### src/rtl/uart_csr_pkg.sv
package uart_csr_pkg;
  localparam int ADDR_W = 8;
  localparam int BUS_W  = 32;
  localparam int BYTE_W = 8;
  localparam int WM_LSB = 16;

  localparam logic [ADDR_W-1:0] OFF_TXD = 8'h00;
  localparam logic [ADDR_W-1:0] OFF_RXD = 8'h04;
  localparam logic [ADDR_W-1:0] OFF_TXC = 8'h08;
  localparam logic [ADDR_W-1:0] OFF_RXC = 8'h0C;
  localparam logic [ADDR_W-1:0] OFF_IEN = 8'h10;
  localparam logic [ADDR_W-1:0] OFF_PND = 8'h14;
  localparam logic [ADDR_W-1:0] OFF_DIV = 8'h18;
endpackage

### src/rtl/uart_byte_fifo.sv
module uart_byte_fifo #(
  parameter  int DEPTH = 8,
  parameter  int WIDTH = 8,
  localparam int PTR_W = (DEPTH > 1) ? $clog2(DEPTH) : 1,
  localparam int CNT_W = $clog2(DEPTH + 1)
) (
  input  logic             clk,
  input  logic             rst_n,
  input  logic             push,
  input  logic [WIDTH-1:0] push_data,
  input  logic             pop,
  output logic [WIDTH-1:0] head,
  output logic [CNT_W-1:0] count,
  output logic             full,
  output logic             empty
);
  localparam logic [PTR_W-1:0] LAST = PTR_W'(DEPTH - 1);

  logic [WIDTH-1:0] store [DEPTH];
  logic [PTR_W-1:0] wr_ptr, rd_ptr;
  logic             do_push, do_pop;

  assign full    = (count == CNT_W'(DEPTH));
  assign empty   = (count == '0);
  assign do_push = push && !full;
  assign do_pop  = pop && !empty;
  assign head    = store[rd_ptr];

  always_ff @(posedge clk) begin
    if (do_push) store[wr_ptr] <= push_data;
  end

  always_ff @(posedge clk or negedge rst_n) begin
    if (!rst_n) begin
      wr_ptr <= '0;
      rd_ptr <= '0;
      count  <= '0;
    end else begin
      if (do_push) wr_ptr <= (wr_ptr == LAST) ? '0 : wr_ptr + 1'b1;
      if (do_pop)  rd_ptr <= (rd_ptr == LAST) ? '0 : rd_ptr + 1'b1;
      count <= count + CNT_W'(do_push) - CNT_W'(do_pop);
    end
  end


  count_bound_chk: assert property (@(posedge clk) disable iff (!rst_n)
    count <= CNT_W'(DEPTH));


  full_drop_chk: assert property (@(posedge clk) disable iff (!rst_n)
    (full && push && !pop) |=> full);


  push_pop_same_chk: assert property (@(posedge clk) disable iff (!rst_n)
    (push && pop && !full && !empty) |=> $stable(count));


  empty_hold_chk: assert property (@(posedge clk) disable iff (!rst_n)
    (empty && !push) |=> empty);
endmodule

### src/rtl/uart_csr_bank.sv
module uart_csr_bank
  import uart_csr_pkg::*;
#(
  parameter  int WM_W  = 3,
  parameter  int DIV_W = 16
) (
  input  logic              clk,
  input  logic              rst_n,
  input  logic              we,
  input  logic [ADDR_W-1:0] addr,
  input  logic [BUS_W-1:0]  wdata,
  output logic              tx_en,
  output logic              tx_two_stop,
  output logic [WM_W-1:0]   tx_wm,
  output logic              rx_en,
  output logic [WM_W-1:0]   rx_wm,
  output logic [1:0]        irq_mask,
  output logic [DIV_W-1:0]  divisor
);
  always_ff @(posedge clk or negedge rst_n) begin
    if (!rst_n) begin
      tx_en       <= 1'b0;
      tx_two_stop <= 1'b0;
      tx_wm       <= '0;
      rx_en       <= 1'b0;
      rx_wm       <= '0;
      irq_mask    <= '0;
      divisor     <= '0;
    end else if (we) begin
      unique case (addr)
        OFF_TXC: begin
          tx_en       <= wdata[0];
          tx_two_stop <= wdata[1];
          tx_wm       <= wdata[WM_LSB +: WM_W];
        end
        OFF_RXC: begin
          rx_en <= wdata[0];
          rx_wm <= wdata[WM_LSB +: WM_W];
        end
        OFF_IEN: irq_mask <= wdata[1:0];
        OFF_DIV: divisor  <= wdata[DIV_W-1:0];
        default: ;
      endcase
    end
  end


  tx_wm_load_chk: assert property (@(posedge clk) disable iff (!rst_n)
    (we && addr == OFF_TXC) |=> (tx_wm == $past(wdata[WM_LSB +: WM_W])));


  div_hold_chk: assert property (@(posedge clk) disable iff (!rst_n)
    !(we && addr == OFF_DIV) |=> $stable(divisor));
endmodule

### src/rtl/uart_csr_fifo.sv
module uart_csr_fifo
  import uart_csr_pkg::*;
#(
  parameter  int DEPTH = 8,
  parameter  int DIV_W = 16,
  localparam int WM_W  = (DEPTH > 1) ? $clog2(DEPTH) : 1,
  localparam int CNT_W = $clog2(DEPTH + 1)
) (
  input  logic              clk,
  input  logic              rst_n,
  input  logic [ADDR_W-1:0] bus_addr,
  input  logic              bus_we,
  input  logic              bus_rd,
  input  logic [BUS_W-1:0]  bus_wdata,
  output logic [BUS_W-1:0]  bus_rdata,
  output logic              tx_valid,
  input  logic              tx_ready,
  output logic [BYTE_W-1:0] tx_data,
  output logic              tx_en,
  output logic              tx_two_stop,
  input  logic              rx_strobe,
  input  logic [BYTE_W-1:0] rx_byte,
  output logic              rx_en,
  output logic [DIV_W-1:0]  baud_div,
  output logic              irq
);
  logic [WM_W-1:0]   tx_wm, rx_wm;
  logic [1:0]        irq_mask, pending;
  logic [CNT_W-1:0]  tx_cnt, rx_cnt;
  logic              tx_full, tx_empty, rx_full, rx_empty;
  logic [BYTE_W-1:0] rx_head;
  logic              tx_push, tx_pop, rx_push, rx_pop;

  uart_csr_bank #(.WM_W(WM_W), .DIV_W(DIV_W)) u_bank (
    .clk(clk), .rst_n(rst_n), .we(bus_we), .addr(bus_addr), .wdata(bus_wdata),
    .tx_en(tx_en), .tx_two_stop(tx_two_stop), .tx_wm(tx_wm),
    .rx_en(rx_en), .rx_wm(rx_wm), .irq_mask(irq_mask), .divisor(baud_div)
  );

  assign tx_push  = bus_we && (bus_addr == OFF_TXD);
  assign tx_valid = tx_en && !tx_empty;
  assign tx_pop   = tx_valid && tx_ready;

  uart_byte_fifo #(.DEPTH(DEPTH), .WIDTH(BYTE_W)) u_txq (
    .clk(clk), .rst_n(rst_n), .push(tx_push), .push_data(bus_wdata[BYTE_W-1:0]),
    .pop(tx_pop), .head(tx_data), .count(tx_cnt), .full(tx_full), .empty(tx_empty)
  );

  assign rx_push = rx_strobe && rx_en;
  assign rx_pop  = bus_rd && (bus_addr == OFF_RXD);

  uart_byte_fifo #(.DEPTH(DEPTH), .WIDTH(BYTE_W)) u_rxq (
    .clk(clk), .rst_n(rst_n), .push(rx_push), .push_data(rx_byte),
    .pop(rx_pop), .head(rx_head), .count(rx_cnt), .full(rx_full), .empty(rx_empty)
  );

  always_comb begin
    pending[0] = tx_cnt < CNT_W'(tx_wm);
    pending[1] = rx_cnt > CNT_W'(rx_wm);
  end

  assign irq = |(pending & irq_mask);

  always_comb begin
    bus_rdata = '0;
    unique case (bus_addr)
      OFF_TXD: bus_rdata[BUS_W-1] = tx_full;
      OFF_RXD: begin
        bus_rdata[BUS_W-1] = rx_empty;
        bus_rdata[BYTE_W-1:0] = rx_empty ? '0 : rx_head;
      end
      OFF_TXC: begin
        bus_rdata[0] = tx_en;
        bus_rdata[1] = tx_two_stop;
        bus_rdata[WM_LSB +: WM_W] = tx_wm;
      end
      OFF_RXC: begin
        bus_rdata[0] = rx_en;
        bus_rdata[WM_LSB +: WM_W] = rx_wm;
      end
      OFF_IEN: bus_rdata[1:0] = irq_mask;
      OFF_PND: bus_rdata[1:0] = pending;
      OFF_DIV: bus_rdata[DIV_W-1:0] = baud_div;
      default: ;
    endcase
  end


  tx_hold_chk: assert property (@(posedge clk) disable iff (!rst_n)
    (tx_valid && !tx_ready && tx_en && !bus_we) |=> (tx_valid && $stable(tx_data)));


  irq_needs_mask_chk: assert property (@(posedge clk) disable iff (!rst_n)
    irq |-> (irq_mask != 2'b00));


  rx_off_ignore_chk: assert property (@(posedge clk) disable iff (!rst_n)
    (!rx_en && !rx_pop) |=> $stable(rx_cnt));
endmodule

### config.mk
export PLATFORM = sky130hd
export DESIGN_NAME = uart_csr_fifo
export DESIGN_NICKNAME = d
export VERILOG_FILES = /design/src/rtl/uart_csr_pkg.sv /design/src/rtl/uart_byte_fifo.sv /design/src/rtl/uart_csr_bank.sv /design/src/rtl/uart_csr_fifo.sv
export SDC_FILE = /design/constraint.sdc
export NUM_CORES = 1
export LEC_CHECK = 0
export ABC_AREA = 1
export BUFFER_PORTS_ARGS = -buffer_cell sky130_fd_sc_hd__buf_4
export CORE_AREA = 2 2 112 125
export DETAILED_ROUTE_END_ITERATION = 10
export DIE_AREA = 0 0 114 127
export GPL_TIMING_DRIVEN = 0
export PLACE_DENSITY = 0.91
export SYNTH_ARGS = -nofsm -noshare
export SYNTH_HDL_FRONTEND = slang
export SYNTH_SLANG_ARGS = --single-unit
### constraint.sdc
create_clock -name clk -period 3.45 [get_ports clk]
set_input_delay 0.345 -clock clk [delete_from_list [all_inputs] [get_ports clk]]
set_output_delay 0.345 -clock clk [all_outputs]
set_load 0.02 [all_outputs]
# ---- Yosys cells after proc, flatten, opt, wreduce, memory -nomap -nowiden
# Memories as Yosys holds them, arrays and structs flattened.
# Cells that the tools add are included.
dict set report word_totals {
  regBits 47
  ram_bits 128
  in_bits 54
  elab_cells 74
  mem_count 2
}
dict set report classes {
  n_addsub 8
  n_lt_le_gt_ge 2
  n_eq_ne 12
  n_mux 15
  bitwise 1
  reduce_logical 21
}
# name words word_bits rd rd_clocked_by_memory_dff write_ports line_no
set mem_list {}
lappend mem_list {u_rxq.store 8 8 1 0 1 uart_byte_fifo.sv:19} ;# logic [WIDTH-1:0] store [DEPTH];
lappend mem_list {u_txq.store 8 8 1 0 1 uart_byte_fifo.sv:19}
# op n
set ops {}
lappend ops {{8-bit by 5-bit equality test with 1-bit output (second input constant)} 3}
lappend ops {{8-bit by 4-bit equality test with 1-bit output (second input constant)} 2}
lappend ops {{8-bit 2-to-1 mux} 2}
lappend ops {{3-bit by 1-bit adder with 3-bit output (second input constant)} 4}
lappend ops {{3-bit equality test (second input constant)} 4}
lappend ops {{3-bit 2-to-1 mux} 4}
lappend ops {{6-bit case mux with 2 select lines} 1}
lappend ops {{1-bit logical AND} 9}
lappend ops {{4-bit by 1-bit adder with 4-bit output} 2}
lappend ops {{4-bit equality test (second input constant)} 2}
lappend ops {{8-bit by 3-bit equality test with 1-bit output (second input constant)} 1}
lappend ops {{4-bit logical NOT} 2}
lappend ops {{8-bit logical NOT} 1}
lappend ops {{2-bit AND reduction} 4}
lappend ops {{4-bit by 1-bit subtractor with 4-bit output} 2}
lappend ops {{1-bit case mux with 6 select lines} 1}
lappend ops {{3-bit case mux with 2 select lines} 1}
lappend ops {{1-bit case mux with 5 select lines} 1}
lappend ops {{4-bit by 3-bit greater-than comparator with 1-bit output} 1}
lappend ops {{1-bit logical NOT} 4}
lappend ops {{4-bit by 3-bit less-than comparator with 1-bit output} 1}
lappend ops {{1-bit 2-to-1 mux} 4}
lappend ops {{2-bit bitwise AND} 1}
lappend ops {{1-bit case mux with 2 select lines} 1}
lappend ops {{2-bit OR reduction} 1}

# ---- Longest topological paths before layout
# Gate-level depths: netlist (run 1).
dict set report depth {
  word_depth 6
  depth_mapped 13
}

# ---- Hierarchy
# A second synthesis (run 1) with hierarchy kept.
dict set report hier_totals {
  hier_cells 988
  hier_area_um2 8934.8
}
# mod n_inst cells_per_inst area_per_inst_um2 seq_area_each_um2
set modules_own_cells {}
lappend modules_own_cells {uart_byte_fifo 2 353 3469.6 2172.1}
lappend modules_own_cells {uart_csr_bank 1 142 1238.7 675.6}
lappend modules_own_cells {uart_csr_fifo 1 140 757.0 0.0}

# ---- Worst setup path before layout (run 1)
# OpenSTA, ideal clock, no wires.
dict set report synth_timing {
  kind {reg-to-reg}
  start {register u_txq.count[2]}
  end {register u_txq.count[2]}
  setup_time_ps 123
  arrival_ps 2052
  required_time_ps 3327
  setup_slack_ps 1275
  path_stages_with_launch 13
  n_path_buf 0
  cell_sequence {dfrtp_1 -> inv_1 -> ha_1 -> nand3_1 -> and2_1 -> nand2_1 -> inv_1 -> ha_1 -> inv_1 -> ha_1 -> inv_1 -> fa_1 -> xnor2_1}
}
dict set report synth_via {
  elab_chain_cells 6
}
# element line_no
set synth_lines {}
lappend synth_lines {{start, declared} uart_byte_fifo.sv:13} ;# output logic [CNT_W-1:0] count,
lappend synth_lines {{start signal, assigned} uart_byte_fifo.sv:41} ;# count <= count + CNT_W'(do_push) - CNT_W'(do_pop);
lappend synth_lines {{4-bit logical NOT} uart_byte_fifo.sv:24} ;# assign empty = (count == '0);
lappend synth_lines {{1-bit logical NOT} uart_csr_fifo.sv:41} ;# assign tx_valid = tx_en && !tx_empty;
lappend synth_lines {{1-bit logical AND} uart_csr_fifo.sv:41}
lappend synth_lines {{via tx_valid} uart_csr_fifo.sv:16} ;# output logic tx_valid,
lappend synth_lines {{1-bit logical AND} uart_csr_fifo.sv:42} ;# assign tx_pop = tx_valid && tx_ready;
lappend synth_lines {{1-bit logical AND} uart_byte_fifo.sv:26} ;# assign do_pop = pop && !empty;
lappend synth_lines {{via u_txq.do_pop} uart_byte_fifo.sv:21} ;# logic do_push, do_pop;
lappend synth_lines {{4-bit by 1-bit subtractor with 4-bit output} uart_byte_fifo.sv:41}
# The timed path passes the listed nets, and every way through them passes these cells.
# A chain may end at the register's enable or synchronous reset.

# ---- Final worst setup path (run 1)
dict set report layout_timing {
  start {register u_rxq.rd_ptr[0]}
  end {output bus_rdata[2]}
}
dict set report layout_via {
  elab_chain_cells 3
}
# element line_no
set layout_lines {}
lappend layout_lines {{start, declared} uart_byte_fifo.sv:20} ;# logic [PTR_W-1:0] wr_ptr, rd_ptr;
lappend layout_lines {{start signal, assigned} uart_byte_fifo.sv:40} ;# if (do_pop) rd_ptr <= (rd_ptr == LAST) ? '0 : rd_ptr + 1'b1;
lappend layout_lines {{memory read 8 x 8 bit} --}
lappend layout_lines {{8-bit 2-to-1 mux} uart_csr_fifo.sv:70} ;# bus_rdata[BYTE_W-1:0] = rx_empty ? '0 : rx_head;
lappend layout_lines {{6-bit case mux with 2 select lines} uart_csr_fifo.sv:66} ;# unique case (bus_addr)
lappend layout_lines {{end, declared} uart_csr_fifo.sv:15} ;# output logic [BUS_W-1:0] bus_rdata,
# No other way between the ends.

==> results of run 1 <==
==> critical path, delay by kind of cell, from the launching register on <==
family                 cells  cell delay, ns
flip-flops                 1            0.40
AO/OA/AOI/OAI              1            0.26
AND/OR/NAND/NOR            3            0.46
buffers and inverters      4            0.90
==> cells by family after synthesis <==
| group | after synthesis |
|---|---|
| AOI/OAI and AO/OA | 121 |
| xor gates and xnor gates | 4 |
| adders and majority gates | 27 |
| buffers and inverters | 109 |
| DFF | 175 |
| other | 1 |
| and+or+nand+nor | 332 |
==> through the flow <==
step / utilization, % / instances / hold WS, ns / cell area, um^2 / worst slack (ns)
2_1_floorplan: - / 780 / 0.04941 / 8035 / 1.275
3_3_place_gp: 67.96 / 1030 / 0.4010 / 8905 / 1.066
3_5_place_dp: 67.96 / 1030 / 0.4023 / 8905 / 1.020
4_1_cts: 72.32 / 1063 / 0.1172 / 9475 / 0.7446
5_1_grt: 72.32 / 1063 / 0.1332 / 9475 / 0.5944
6_report: 72.32 / 1063 / 0.1223 / 9475 / 0.6387
==> metal layers <==
metal	vias to the layer above	GRT usage (%)	wire, um
met5	-	0	0
li1	2795	-	-
met3	75	6.499	1768
met4	0	11.48	673
met2	422	49.33	10140
met1	2931	35.32	7459
==> synth_stat cells, types with 2 or more instances <==
cell,number
nand3_1,59
nand2_2,7
clkbuf_1,7
o21a_1,2
ha_1,25
inv_1,63
clkinv_1,2
edfxtp_1,128
dfrtp_1,47
inv_2,6
and2_1,2
nand4_1,2
o21ai_1,16
nor2_4,4
nor2_8,3
o22ai_1,3
nand2_4,2
o21ai_0,90
buf_6,2
fa_1,2
nand2_1,119
xnor2_1,3
nor2_1,131
a21oi_1,8
buf_4,16
buf_2,12
==> worst paths after layout <==
check	from	to	slack [ns]	cells after the start
setup / recovery	u_rxq.rd_ptr[0]$_DFFE_PN0P_	bus_rdata[2]	0.64	8
hold / removal	bus_wdata[10]	u_bank.divisor[10]$_DFFE_PN0P_	0.12	3
setup reg to reg	u_rxq.count[2]$_DFF_PN0_	u_rxq.store[1][0]$_DFFE_PP_	1.01	5
hold reg to reg	u_bank.divisor[0]$_DFFE_PN0P_	u_bank.divisor[0]$_DFFE_PN0P_	0.53	1
max in group asynchronous	rst_n	u_txq.rd_ptr[0]$_DFFE_PN0P_	2.57	2
min in group asynchronous	rst_n	u_bank.irq_mask[1]$_DFFE_PN0P_	0.46	2
==> power by group <==
group          internal [uW]  switching (uW)  leakage, uW
Clock                   1070             782     0.000270
Sequential              2390             104      0.00170
Combinational            555             983      0.00214
==> layout make-up <==
cell class | instances | area (um^2) | area share [%]
plain buffers | 38 | 232.7 | 2.456
inverters | 71 | 266.5 | 2.813
multi-input cells | 496 | 2516 | 26.55
clock inverters | 9 | 112.6 | 1.188
flip-flops and latches | 175 | 5020 | 52.98
well taps | 161 | 201.4 | 2.126
clock buffers | 23 | 447.9 | 4.727
repair buffers | 90 | 678.2 | 7.157
==> registers in the layout, summed over array words and instances (netlist names) <==
| signal | count |
|---|---|
| u_rxq.store | 64 |
| u_txq.store | 64 |
| u_bank.divisor | 16 |
| u_rxq.count | 4 |
| u_txq.count | 4 |
| u_bank.rx_wm | 3 |
| u_bank.tx_wm | 3 |
| u_rxq.rd_ptr | 3 |
| u_rxq.wr_ptr | 3 |
| u_txq.rd_ptr | 3 |
| u_txq.wr_ptr | 3 |
| u_bank.irq_mask | 2 |
| u_bank.rx_en | 1 |
| u_bank.tx_en | 1 |
| u_bank.tx_two_stop | 1 |
==> what timing repair did <==
action / in CTS / in global routing
endpoints found under the hold margin: 47 / 0
hold buffers: 1 / 0
gates resized for setup: 0 / 0
==> summary.log, run 1 <==
[synthesis] share of flip-flops with an asynchronous set or reset after synthesis 26.86%
[synthesis] main combinational cell family by area after synthesis simple AND/OR/NAND/NOR gates
[finish] Layout area overhead 18.53%
[drt] First-pass DRT Iterations 5
[min_path] type of the worst min-delay path in -> reg
[critical_path] path type of the worst setup path reg -> out
[drt] total DRC errors in the routed layout 0
[synthesis] XOR/XNOR Fraction of Synth Area 0.4383%
[floorplanning] Total Die Area 14480 um^2
[synthesis] adder-cell area share of the yosys netlist 4.414%
[clocking] clock-pin slew of the registers on the worst-case setup and hold paths 0.06 ns
[power_and_ir_drop] power density over the cells 620.4 nW/um^2
[place] number of buffer cells added on primary ports 89
[floorplanning] placeable core region 13100 um^2
[synthesis] per-instance average area after synthesis 10.40 um^2
[synthesis] Synth Warn # 0
[drt] final routed wirelength across all metal layers 20.05 mm
[critical_path] cell-by-cell trace of the critical path buf_2 > inv_2 > clkbuf_1 > o21ai_0 > nand3_1 > nand3_1 > nand2_1 > buf_4
[grt] global-route wire length before repair 31.33 mm
[synthesis] #FFs+latches synth 175
[clocking] level count of the clock H-tree 4
[timing] post-route fraction of the period consumed by the critical path 81.49%
[synthesis] synthesized instance count 769
[outcome] status finished clean
[critical_path] longest individual stage delay on the worst path 0.44 ns
[timing] Worst Tran Pin Value 1.026 ns
[floorplanning] Die H 127 um
[synthesis] fraction of the mapped netlist area in simple logic gates 18.25%
[synthesis] most common flop cell mapped by yosys edfxtp_1
[timing] Setup Total Neg Slack 0 ns
[grt] number of global-route vias before repair 6093
[power_and_ir_drop] Static Leak 0.004114 uW
[critical_path] maximum net fanout on the critical path 10
[floorplanning] Initial Util 61.01%
[finish] Total Nets Final 970
[clocking] CTS tree done
[critical_path] crit path DAT 2.47 ns
[place] hpwl dp 12.91 mm
[synthesis] proportion of synthesized area in mux cells 0%
[drt] Wirelength per Cell 18.86 um
[clocking] cts bufs inserted 17
[finish] commonest cells after routing, fill and taps aside nor2_1 (131), edfxtp_1 (128), nand2_1 (119), buf_4 (105), o21ai_0 (90)
[clocking] maximum buffer depth of the clock tree 2
[critical_path] required time of the critical path 3.11 ns
[clocking] number of sinks driven by the clock tree 175
[grt] Total Routing Usage GR 28.69%
[timing] total setup violations reported at the end of the flow 0
[synthesis] Mapped Area 7994 um^2
[grt] pin count of the biggest net entering global routing 48
[place] global placement routability congestion 0.9208
[drt] Via Count 6223
[timing] unrepaired setup endpoints after global routing false
[synthesis] leading area contributor after synthesis edfxtp_1
[finish] share of post-route cells with drive strength above 1 18.85%
[clocking] clock latency on the worst-skew pair 0.44 ns
[clocking] library cell used as clock root buffer clkbuf_16
[synthesis] count of flip-flops with a built-in enable after synthesis 128
[drt] post-detailed-route via-to-cell ratio 5.854
[grt] grt ovf 0
[power_and_ir_drop] total power after layout 5879 uW
[synthesis] count of different cell masters after synthesis 34
[timing] worst slew margin relative to its limit 31.35%
[floorplanning] number of placed I/O pins 115
[floorplanning] Die X-Extent 114 um
[timing] maximum frequency from static timing analysis 355.7 MHz
[floorplanning] number of core rows 44
[finish] Fillers 787
[clocking] Post-CTS Repair Setup Buffers 0
[timing] clock period minus final worst setup slack 2.811 ns
[timing] final number of hold-violating endpoints 0
[critical_path] crit path launch type flip-flop
[critical_path] Top cell by count, worst path nand3_1
[timing] Final Max Slew Viols 0
[critical_path] slowest stage cell, crit path clkbuf_1
[finish] most common cell after layout, fill and taps aside nor2_1
[synthesis] leading post-synthesis cells by cell area edfxtp_1 (48%), dfrtp_1 (15%), nor2_1 (6.2%)
[timing] Clock Skew 0.01037 ns
[grt] initial antenna violation count 0
[synthesis] post-synthesis sequential area ratio 62.80%
[synthesis] share of the synthesized area in compound gates (AO/OA/AOI/OAI) 7.810%
[critical_path] nature of the critical path endpoint primary output
[power_and_ir_drop] maximum ir drop on the vdd rail 0.0005624 V
[synthesis] share of the synthesized area in the top cell type 48.08%
[drt] Antenna Violating Nets Remaining 0
[run] maximum capacitance violations 0
[finish] antenna cells 0
[drt] initial detailed-routing violation count 965
Note: power is estimated with default switching activity, not from simulation.
==> run 2: changes to the inputs <==
ABC_AREA = 0   (was 1)
CORE_AREA = 2 2 120 134   (was 2 2 112 125)
DIE_AREA = 0 0 122 136   (was 0 0 114 127)
PLACE_DENSITY = 0.82   (was 0.91)
clock period = 2.5 ns   (was 3.45 ns; I/O delays follow)
==> run 2 against run 1 <==
The run now ends with negative setup slack left. Combinational power decreased by 5%. Highest routed layer unchanged. Synthesized cell count decreased by 41%. Largest power group unchanged. Routed wire length decreased by 22%.
==> summary.log, run 2 <==
[timing] total setup violations reported at the end of the flow 11 [was 0]
[critical_path] nature of the critical path endpoint flip-flop [was primary output]
[grt] pin count of the biggest net entering global routing 48 [unchanged]
[critical_path] path type of the worst setup path reg -> reg [was reg -> out]
[clocking] number of sinks driven by the clock tree 175 [unchanged]
[critical_path] crit path DAT 2.60 ns [was 2.47 ns]
[critical_path] r2r setup slk -0.04 ns [was 1.01 ns]
[synthesis] count of flip-flops with a built-in enable after synthesis 128 [unchanged]
[critical_path] maximum net fanout on the critical path 9 [was 10]
[clocking] library cell used as clock root buffer clkbuf_16 [unchanged]
[synthesis] proportion of synthesized area in mux cells 17.95% [was 0%]
[synthesis] leading post-synthesis cells by cell area edfxtp_1 (50%), dfrtp_1 (15%), mux4_2 (9.4%) [was edfxtp_1 (48%), dfrtp_1 (15%), nor2_1 (6.2%)]
[critical_path] worst reg2reg path depth 7 [was 5]
[grt] global-route wire length before repair 24.75 mm [was 31.33 mm]
[timing] Final Max Slew Viols 0 [unchanged]
[critical_path] slowest stage cell, crit path nor3b_2 [was clkbuf_1]
[power_and_ir_drop] maximum ir drop on the vdd rail 0.0004514 V [was 0.0005624 V]
[finish] commonest cells after routing, fill and taps aside edfxtp_1 (128), buf_4 (100), dfrtp_1 (46), mux2_2 (44), mux4_2 (32) [was nor2_1 (131), edfxtp_1 (128), nand2_1 (119), buf_4 (105), o21ai_0 (90)]
[grt] Total Routing Usage GR 20.20% [was 28.69%]
[synthesis] share of flip-flops with an asynchronous set or reset after synthesis 26.86% [unchanged]
[floorplanning] placeable core region 15310 um^2 [was 13100 um^2]
[drt] Via Count 4303 [was 6223]
[outcome] status complete, but fails checks [was finished clean]
[synthesis] adder-cell area share of the yosys netlist 4.602% [was 4.414%]
[timing] worst slew margin relative to its limit 43.03% [was 31.35%]
[floorplanning] Die H 136 um [was 127 um]
[grt] number of global-route vias before repair 4608 [was 6093]
[floorplanning] Die X-Extent 122 um [was 114 um]
[critical_path] r2r endpoint u_rxq.store[6][1]$_DFFE_PP_ [was u_rxq.store[1][0]$_DFFE_PP_]
[place] number of buffer cells added on primary ports 87 [was 89]
[synthesis] main combinational cell family by area after synthesis multiplexers [was simple AND/OR/NAND/NOR gates]
[synthesis] count of different cell masters after synthesis 47 [was 34]
[timing] clock period minus final worst setup slack 2.539 ns
[synthesis] most common library cells after synthesis edfxtp_1 (128), mux2_2 (51), dfrtp_1 (47) [was nor2_1 (131), edfxtp_1 (128), nand2_1 (119)]
[finish] share of post-route cells with drive strength above 1 44.26% [was 18.85%]
[timing] Clock Skew 0.005630 ns [was 0.01037 ns]
[finish] utilization of the core after routing 62.32% [was 72.32%]
[outcome] violated checks negative setup slack
[finish] largest registers ranked by flip-flop count u_rxq.store: 64 flops, u_txq.store: 64 flops, u_bank.divisor: 16 flops [unchanged]
[drt] final routed wirelength across all metal layers 15.67 mm [was 20.05 mm]
[critical_path] Top cell by count, worst path inv_1 [was nand3_1]
[clocking] clock latency on the worst-skew pair 0.43 ns [was 0.44 ns]
[floorplanning] number of placed I/O pins 115 [unchanged]
[critical_path] Crit Reg-Reg Startpoint u_rxq.count[2]$_DFF_PN0_ [unchanged]
[floorplanning] number of core rows 48 [was 44]
[power_and_ir_drop] Static Leak 0.003796 uW [was 0.004114 uW]
[run] maximum capacitance violations 0 [unchanged]
[drt] Antenna Violating Nets Remaining 0 [unchanged]
[timing] maximum frequency from static timing analysis 393.8 MHz
[synthesis] synthesized instance count 452 [was 769]
[synthesis] post-synthesis sequential area ratio 65.47% [was 62.80%]
[synthesis] XOR/XNOR Fraction of Synth Area 0.4569% [was 0.4383%]
[power_and_ir_drop] power density over the cells 771.1 nW/um^2 [was 620.4 nW/um^2]
[synthesis] per-instance average area after synthesis 16.96 um^2 [was 10.40 um^2]
[timing] Worst Tran Pin Value 0.8509 ns [was 1.026 ns]
[synthesis] leading area contributor after synthesis edfxtp_1 [unchanged]
[synthesis] most numerous cell in the Yosys netlist edfxtp_1 [was nor2_1]
[critical_path] required time of the critical path 2.56 ns [was 3.11 ns]
[grt] initial antenna violation count 0 [unchanged]
[finish] Total Nets Final 660 [was 970]
[finish] Layout area overhead 24.48% [was 18.53%]
[timing] unrepaired setup endpoints after global routing true [was false]
[clocking] clock-pin slew of the registers on the worst-case setup and hold paths 0.07 ns [was 0.06 ns]
[synthesis] #FFs+latches synth 175 [unchanged]
[finish] cell area after layout 9544 um^2 [was 9475 um^2]
[finish] most common cell after layout, fill and taps aside edfxtp_1 [was nor2_1]
[timing] final number of hold-violating endpoints 0 [unchanged]
[drt] initial detailed-routing violation count 233 [was 965]
[drt] Wirelength per Cell 19.79 um [was 18.86 um]
[finish] antenna cells 0 [unchanged]
[finish] register area 5021 um^2 [was 5020 um^2]
[min_path] number of stages on the worst hold path 2 [was 3]
[drt] total DRC errors in the routed layout 0 [unchanged]
[drt] post-detailed-route via-to-cell ratio 5.433 [was 5.854]
[timing] post-route fraction of the period consumed by the critical path 101.6%
[clocking] level count of the clock H-tree 4 [unchanged]
[critical_path] CP startpoint u_rxq.count[2]$_DFF_PN0_ [was u_rxq.rd_ptr[0]$_DFFE_PN0P_]
[finish] Fillers 1047 [was 787]
[timing] minimum setup slack in the final design -0.03915 ns [was 0.6387 ns]
[min_path] Hold Crit Endpoint u_bank.divisor[12]$_DFFE_PN0P_ [was u_bank.divisor[10]$_DFFE_PN0P_]
[critical_path] longest individual stage delay on the worst path 0.74 ns [was 0.44 ns]
[synthesis] Synth Warn # 0 [unchanged]
[place] cell area reported after detailed placement 8653 um^2 [was 8905 um^2]
[place] global placement routability congestion 0.8477 [was 0.9208]
[critical_path] cell-by-cell trace of the critical path inv_1 > ha_1 > a21o_1 > clkbuf_1 > inv_1 > nand2_1 > nor3b_2 [was buf_2 > inv_2 > clkbuf_1 > o21ai_0 > nand3_1 > nand3_1 > nand2_1 > buf_4]
[synthesis] share of the synthesized area in the top cell type 50.13% [was 48.08%]
[critical_path] crit path launch type flip-flop [unchanged]
[clocking] maximum buffer depth of the clock tree 2 [unchanged]
[floorplanning] Total Die Area 16590 um^2 [was 14480 um^2]
[synthesis] most common flop cell mapped by yosys edfxtp_1 [unchanged]
[place] hpwl dp 10.81 mm [was 12.91 mm]
[min_path] type of the worst min-delay path in -> reg [unchanged]
[synthesis] fraction of the mapped netlist area in simple logic gates 5.728% [was 18.25%]
[clocking] cts bufs inserted 17 [unchanged]
[synthesis] Mapped Area 7667 um^2 [was 7994 um^2]
[clocking] CTS tree done [unchanged]
[synthesis] share of the synthesized area in compound gates (AO/OA/AOI/OAI) 2.366% [was 7.810%]
[grt] grt ovf 0 [unchanged]
[finish] area used by multi-input combinational logic 2601 um^2 [was 2516 um^2]
[min_path] beginning of the worst hold path bus_wdata[12] [was bus_wdata[10]]
[floorplanning] Initial Util 50.07% [was 61.01%]
[drt] First-pass DRT Iterations 4 [was 5]
## run 2: cell types whose count changed after synthesis, sizes merged, moves of 6 or more
cell | before | now
nor3 | 1 | 10
mux2 | 0 | 52
nand3 | 60 | 2
buf | 31 | 21
and2 | 2 | 9
inv | 69 | 26
o21ai | 106 | 4
nor2 | 139 | 16
nand2 | 128 | 15
a22o | 0 | 6
mux2i | 0 | 7
mux4 | 0 | 32
## run 2: report_power, final
group	switching, uW	internal, uW
Combinational	725	731
Clock	1120	1380
Sequential	148	3250
Total	2000	5360
## run 2: cells by family after synthesis
family                   count (synthesis)
other                                    1
XOR/XNOR                                 4
multiplexers                            91
buffers and inverters                   54
AND/OR/NAND/NOR                         75
adder cells (fa/ha/maj)                 27
AO/OA/AOI/OAI                           25
flip-flops                             175
## run 2: stage by stage
step / worst slack, ns / hold WS (ns) / power [uW] / std cells / setup TNS [ns]
after global placement: -0.4886 / 0.2955 / 4734 / 750 / -24.52
after CTS: -0.02666 / 0.03566 / 7373 / 791 / -0.07072
after global routing: -0.1544 / 0.03215 / 7697 / 792 / -7.955
after detailed placement: -0.5708 / 0.3107 / 4839 / 753 / -25.45
after floorplan: 0.03483 / -0.04559 / 4386 / 463 / 0
final: -0.03915 / 0.05005 / 7360 / 792 / -0.3257
## run 2: cell type report
cell class,instances,share of cell area (%)
plain buffers,26,2.019
clock buffers,17,4.457
clock inverters,15,1.416
inverters,26,1.023
multi-input cells,234,27.25
flip-flops and latches,175,52.61
well taps,200,2.622
repair buffers,99,8.600
## run 2: worst max path at each step
stage / endpoint / cells after the start / slack [ns]
4_1_cts: bus_rdata[2] / 6 / -0.03
3_5_place_dp: u_txq.store[0][6]$_DFFE_PP_ / 5 / -0.57
3_3_place_gp: u_txq.store[1][7]$_DFFE_PP_ / 5 / -0.49
2_1_floorplan: u_txq.store[1][0]$_DFFE_PP_ / 5 / 0.03
5_1_grt: u_txq.store[0][2]$_DFFE_PP_ / 6 / -0.15
6_report: u_rxq.store[6][1]$_DFFE_PP_ / 7 / -0.04
## run 2: what timing repair did
| action | 4_1_cts | 5_1_grt |
|---|---|---|
| setup buffers | 6 | 1 |
| gates cloned | 1 | 0 |
| setup endpoints to repair | 100 | 115 |
| pin swaps | 1 | 5 |
| resized for setup | 38 | 19 |
| hold buffers | 1 | 0 |
| hold endpoints to repair | 47 | 0 |
## run 2: routing by layer
layer	vias to the layer above	track usage (%)	share of wire [%]
li1	1968	-	-
met1	2233	23.68	38
met2	82	36.78	57
met3	20	4.530	4.0
met4	0	6.386	1.5
met5	-	0	0
## run 2: worst max-delay path: cells and delay by family (launching register included)
family / cells / cell delay (ns)
AND/OR/NAND/NOR: 2 / 0.91
AO/OA/AOI/OAI: 1 / 0.17
buffers and inverters: 3 / 0.53
flip-flops: 1 / 0.35
adder cells (fa/ha/maj): 1 / 0.20
